`src/rtl/iic_cmd_frontend.sv`:
```
module iic_cmd_frontend #(
  parameter int DEPTH = 4,              // power of two
  parameter int LW    = $clog2(DEPTH + 1)
) (
  input  logic          clk,
  input  logic          rst_n,
  input  logic          enable,
  input  logic [12:0]   tgt_cfg,
  input  logic [LW-1:0] tx_thresh,
  input  logic [LW-1:0] rx_thresh,
  input  logic          cmd_wr,
  input  logic [10:0]   cmd_wdata,
  input  logic          rx_rd,
  output logic [7:0]    rx_rdata,
  input  logic          abrt_clr,
  output logic [LW-1:0] tx_level,
  output logic [LW-1:0] rx_level,
  output logic          tx_empty_flag,
  output logic          rx_full_flag,
  output logic          tx_over,
  output logic          rx_under,
  output logic          rx_over,
  output logic          abort_irq,
  output logic [12:0]   abort_cause,
  output logic          op_valid,
  input  logic          op_ready,
  output logic          op_read,
  output logic          op_stop,
  output logic          op_restart,
  output logic [7:0]    op_wdata,
  input  logic          res_valid,
  input  logic          res_nack,
  input  logic [1:0]    res_phase,
  input  logic          res_arb_lost,
  input  logic [7:0]    res_rdata
);
  localparam int AW = (DEPTH > 1) ? $clog2(DEPTH) : 1;
  localparam logic [LW-1:0] FULL = LW'(DEPTH);

  logic [10:0]   txq [DEPTH];
  logic [7:0]    rxq [DEPTH];
  logic [AW-1:0] tx_rp, tx_wp, rx_rp, rx_wp;
  logic [LW-1:0] tx_cnt, rx_cnt;
  logic [12:0]   cause, nc;
  logic          pend_rd;

  wire        tx_full  = (tx_cnt == FULL);
  wire        tx_empty = (tx_cnt == '0);
  wire        rx_full  = (rx_cnt == FULL);
  wire        rx_empty = (rx_cnt == '0);
  wire        ten      = tgt_cfg[12];
  wire        gcall    = !ten && (tgt_cfg[6:0] == 7'd0);
  wire [10:0] head     = txq[tx_rp];
  wire        can_go   = enable && !tx_empty && (cause == '0);
  wire        gc_rd    = can_go && head[8] && gcall;
  wire        issue    = op_valid && op_ready;
  wire        wr_ok    = cmd_wr && enable && !tx_full;
  wire        res_ok   = res_valid && !res_nack && !res_arb_lost;
  wire        abort    = (nc != '0);
  wire        rx_push  = res_ok && pend_rd;
  wire        rx_pop   = rx_rd && !rx_empty;

  assign op_valid      = can_go && !gc_rd;
  assign op_read       = head[8];
  assign op_stop       = head[9];
  assign op_restart    = head[10];
  assign op_wdata      = head[8] ? 8'h00 : head[7:0];
  assign rx_rdata      = rx_empty ? 8'h00 : rxq[rx_rp];
  assign tx_level      = tx_cnt;
  assign rx_level      = rx_cnt;
  assign tx_empty_flag = (tx_cnt <= tx_thresh);
  assign rx_full_flag  = (rx_cnt > rx_thresh);
  assign abort_cause   = cause;
  assign abort_irq     = (cause != '0);

  always_comb begin
    nc = '0;
    if (cmd_wr && !enable) nc[11] = 1'b1;
    if (gc_rd)             nc[5]  = 1'b1;
    if (res_valid && res_arb_lost) nc[12] = 1'b1;
    else if (res_valid && res_nack) begin
      case (res_phase)
        2'd0:    if (ten) nc[1] = 1'b1; else if (gcall) nc[4] = 1'b1; else nc[0] = 1'b1;
        2'd1:    nc[2] = 1'b1;
        default: nc[3] = 1'b1;
      endcase
    end
  end

  always_ff @(posedge clk) begin
    if (wr_ok && !abort) txq[tx_wp] <= cmd_wdata;
    if (rx_push && !rx_full && !abort) rxq[rx_wp] <= res_rdata;
  end

  always_ff @(posedge clk or negedge rst_n) begin
    if (!rst_n) begin
      tx_rp <= '0; tx_wp <= '0; tx_cnt <= '0;
      rx_rp <= '0; rx_wp <= '0; rx_cnt <= '0;
      cause <= '0; pend_rd <= 1'b0;
      tx_over <= 1'b0; rx_under <= 1'b0; rx_over <= 1'b0;
    end else begin
      cause    <= (abrt_clr ? 13'd0 : cause) | nc;
      tx_over  <= cmd_wr && enable && tx_full;
      rx_under <= rx_rd && rx_empty;
      rx_over  <= rx_push && rx_full;
      if (abort) begin
        tx_rp <= '0; tx_wp <= '0; tx_cnt <= '0;
        rx_rp <= '0; rx_wp <= '0; rx_cnt <= '0;
        pend_rd <= 1'b0;
      end else begin
        if (wr_ok) tx_wp <= tx_wp + 1'b1;
        if (issue) tx_rp <= tx_rp + 1'b1;
        tx_cnt <= tx_cnt + LW'(wr_ok) - LW'(issue);
        if (rx_push && !rx_full) rx_wp <= rx_wp + 1'b1;
        if (rx_pop) rx_rp <= rx_rp + 1'b1;
        rx_cnt <= rx_cnt + LW'(rx_push && !rx_full) - LW'(rx_pop);
        if (issue) pend_rd <= head[8];
        else if (res_valid) pend_rd <= 1'b0;
      end
    end
  end

  assert_no_overflow_R3: assert property (@(posedge clk) disable iff (!rst_n)
    (tx_level <= FULL) && (rx_level <= FULL));
  assert_full_write_dropped_R3: assert property (@(posedge clk) disable iff (!rst_n)
    (cmd_wr && enable && tx_level == FULL && !op_ready && !res_valid) |=> (tx_level == FULL) && tx_over);
  assert_flush_on_arb_R8: assert property (@(posedge clk) disable iff (!rst_n)
    (res_valid && res_arb_lost) |=> (tx_level == '0) && (rx_level == '0) && abort_cause[12]);
  assert_disabled_write_R9: assert property (@(posedge clk) disable iff (!rst_n)
    (cmd_wr && !enable) |=> abort_cause[11] && (tx_level == '0));
  assert_halt_while_abort_R11: assert property (@(posedge clk) disable iff (!rst_n)
    abort_irq |-> !op_valid);
  assert_clear_R11: assert property (@(posedge clk) disable iff (!rst_n)
    (abrt_clr && abort_irq && !cmd_wr && !res_valid) |=> (abort_cause == '0));
endmodule

```
`config.mk`:
```
export PLATFORM = sky130hd
export DESIGN_NAME = iic_cmd_frontend
export DESIGN_NICKNAME = d
export VERILOG_FILES = /design/src/rtl/iic_cmd_frontend.sv
export SDC_FILE = /design/constraint.sdc
export NUM_CORES = 1
export LEC_CHECK = 0
export ABC_CLOCK_PERIOD_IN_PS = 5950
export BUFFER_PORTS_ARGS = -buffer_cell sky130_fd_sc_hd__buf_2
export CAP_MARGIN = 5
export CORE_UTILIZATION = 45
export CTS_CLUSTER_DIAMETER = 120
export CTS_CLUSTER_SIZE = 40
export DETAILED_ROUTE_END_ITERATION = 10
export PLACE_DENSITY = 0.68
export SYNTH_ARGS = -nofsm -noshare
export SYNTH_HDL_FRONTEND = slang
export SYNTH_SLANG_ARGS = --single-unit
export TNS_END_PERCENT = 5
```
`constraint.sdc`:
```
create_clock -name clk -period 5.95 [get_ports clk]
set_input_delay 0.8925 -clock clk [delete_from_list [all_inputs] [get_ports clk]]
set_output_delay 0.8925 -clock clk [all_outputs]
set_load 0.02 [all_outputs]
```
==> reports/metrics.yaml <==
run:
  max_cap_viol_count: 0
worst_setup_path:
  path_max_fanout: 15
  end_kind: "output port"
  max_stage_delay_ns: 0.87
  cp_top_family: "flip-flops"
  path_cells: "mux4_2 -> nand4_4 -> and2_1 -> buf_2"
  worstPathArrival_ns: 2.54
  startpoint_type: "register"
  path_class: "reg -> out"
  path_buf_inv: 1
  crit_slowest_cell: "dfrtp_1"
  cp.required_ns: 5.06
die:
  design.core.area_mm2: 0.00977
  die_w_um: 102
  num_rows: 36
  die_h_um: 102
  dieArea_mm2: 0.0105
  io_pins: 95
  initial_utilization_pct: 46.5
synth:
  synth_area_per_cell_um2: 15.4
  synth_xor_area_share_pct: 1.54
  muxShareOfSynthArea_pct: 9.86
  ys_seq_area_share_pct: 64.5
  synth_top_area_share_pct: 50.2
  synthesis.area_mm2: 0.00454
  synth_enable_flop_cells: 76
  synthCells: 296
  ys.flop_type: "edfxtp_1"
  synth_compound_area_share_pct: 3.63
  synth_fa_ha_area_share_pct: 5.84
  synth.distinct_cells: 44
  ys_top_cells_by_count: "76 x edfxtp_1, 26 x dfrtp_1, 24 x inv_1"
  async_flop_share_pct: 25.5
  synth_top_family_by_area: "simple AND/OR/NAND/NOR gates"
  synth_area_leaders: "edfxtp_1 50%, dfrtp_1 14%, mux4_2 9.4%, ha_1 5.0%, nor2b_1 2.5%"
  synth-simple-area-share_pct: 10.4
  synth_warnings: 0
  synth_most_common_cell: "edfxtp_1"
  synthDominantAreaCellType: "edfxtp_1"
  ys_ff_latch: 102
clock_network:
  clock_latency_ns: 0.36
  clkSinkCount: 102
  ctsResizeCount: 0
  htreeDepth: 3
  cts_tree: "built"
  cts_made_buffers: 9
  cts_buffer_depth: 2
  clockRootBuffer: "clkbuf_8"
  cts-hold-fix-buffers: 0
  clk_pin_slew_ns: 0.10
  post_cts_buffers: 0
place:
  dpl_worst_slack_ns: 2.55
  io_buffers: 84
  gp_congestion: 0.687
  dp_hpwl_um: 5290
worst_hold_path:
  hold_class: "in -> async"
drt:
  drtIter0Drc: 63
  drtAntennaViolNets: 0
  dr.pass1.iters: 4
  vias: 2610
  viasPerCell: 5.02
  routed_wl_um: 7670
  wl_per_cell_um: 14.7
  drcViolationCount: 0
power_and_ir_drop:
  leakage_nw: 2.08
  vdd_drop_max_mv: 0.150
  power_density_mw_per_mm2: 306
global_route:
  grt_pass1_vias: 2620
  antenna_found_initial: 0
  grt_max_degree: 27
  grt-ovfl-total: 0
  grt_usage_pct: 15.6
  grt_pass1_wl_um: 12000
outcome:
  status: "complete, no violations"
sta:
  period_minus_slack_ns: 3.43
  worst_pin_slew_ns: 1.06
  slew-limit-headroom_pct: 28.9
  hold_viol_final: 0
  fmax_ghz: 0.292
  fin_crit_sh_pct: 57.6
  setup_tns_ns: 0
  setup_viol: 0
  drv_slew: 0
  rsz0062_at_grt: "no"
  skew_ns: 0.0141
  fin_ws_ns: 2.52
final_layout:
  n_antenna_cell: 0
  final_nets: 452
  area_growth_pct: 15.3
  final_layout_size_suffix_gt1_share_pct: 33.6
[logic make-up (layout without fill, tap and decap cells)]
family	Yosys count	after routing
buffers and inverters	38	125
XOR/XNOR	8	8
AO/OA/AOI/OAI	21	21
multiplexers	21	21
flip-flops	102	102
other	1	5
AND/OR/NAND/NOR	85	85
adder cells (fa/ha/maj)	20	20
[layer usage]
metal | routed length [µm] | track usage, %
met1 | 3320 | 19.0
met2 | 3890 | 27.0
met3 | 323 | 2.71
met4 | 131 | 7.25
met5 | 0 | 0
[per-stage QoR]
| step | std cells | hold slack, ns | util, % | power [mW] | cell area [µm²] |
|---|---|---|---|---|---|
| after floorplan | 300 | 0.538 | - | 1.11 | 4560 |
| after global placement | 504 | 0.507 | 51.7 | 1.22 | 5060 |
| after detailed placement | 504 | 0.518 | 51.7 | 1.23 | 5060 |
| after CTS | 520 | 0.542 | 53.6 | 1.62 | 5240 |
| after global routing | 520 | 0.557 | 53.6 | 1.69 | 5240 |
| final | 520 | 0.533 | 53.6 | 1.60 | 5240 |
[cell usage in the layout, fill, tap and decap left out, types with 3 or more instances in the layout]
master / synthesis / final
nand3_1: 3 / 3
nand3b_1: 3 / 3
buf_2: 3 / 84
clkbuf_8: 0 / 9
xor2_1: 3 / 3
nor2_2: 7 / 7
ha_1: 18 / 18
o21ai_0: 3 / 3
nor3_1: 3 / 3
xnor2_1: 5 / 5
nor2b_1: 18 / 18
a31oi_1: 3 / 3
inv_1: 24 / 24
nand2_1: 17 / 17
a22o_1: 3 / 3
a21oi_1: 3 / 3
mux4_2: 19 / 19
dfrtp_1: 26 / 26
o2bb2ai_1: 3 / 3
conb_1: 1 / 5
nor2_1: 18 / 18
edfxtp_1: 76 / 76
[power by group]
| part | switching, mW | internal [mW] |
|---|---|---|
| clock | 0.241 | 0.160 |
| sequential | 0.0456 | 0.791 |
| combinational | 0.205 | 0.161 |
| total | 0.491 | 1.11 |
[worst paths after layout]
kind / start / to / slack (ns) / cells after the start
hold / removal: rst_n / abort_cause[0] / 0.53 / 1
min in group clk: abort_cause[12] / abort_cause[12] / 0.54 / 1
max in group asynchronous: rst_n / tx_wp[1] / 5.00 / 1
hold reg to reg: abort_cause[12] / abort_cause[12] / 0.54 / 1
setup reg to reg: tx_rp[0] / tx_level[2] / 2.59 / 11
setup / recovery: tx_rp[0] / op_valid / 2.52 / 4
[flip-flops by register name, summed over array words and instances, names as in the netlist, 3 cells and up]
signal / flops
abort_cause: 8
rx_level: 3
rxq: 32
tx_level: 3
txq: 44
[cell type report]
class | count | area (µm²)
clock buffers | 10 | 128
clock inverters | 6 | 55.1
fillers | 848 | 4540
inverters | 24 | 90.1
multi-input cells | 160 | 1440
flip-flops and latches | 102 | 2930
well taps | 133 | 166
repair buffers | 85 | 428
[worst register-to-register path, stage by stage, from the launching register on]
cell and delay [ns]:
dfrtp_1 0.87, mux4_2 0.77, nand4_4 0.23, and3_1 0.19
ha_1 0.23, inv_1 0.06, ha_1 0.12, inv_1 0.05
fa_1 0.37, xor2_1 0.16, xnor2_1 0.15, nor2_1 0.06
Note: power is estimated with default switching activity, not from simulation.
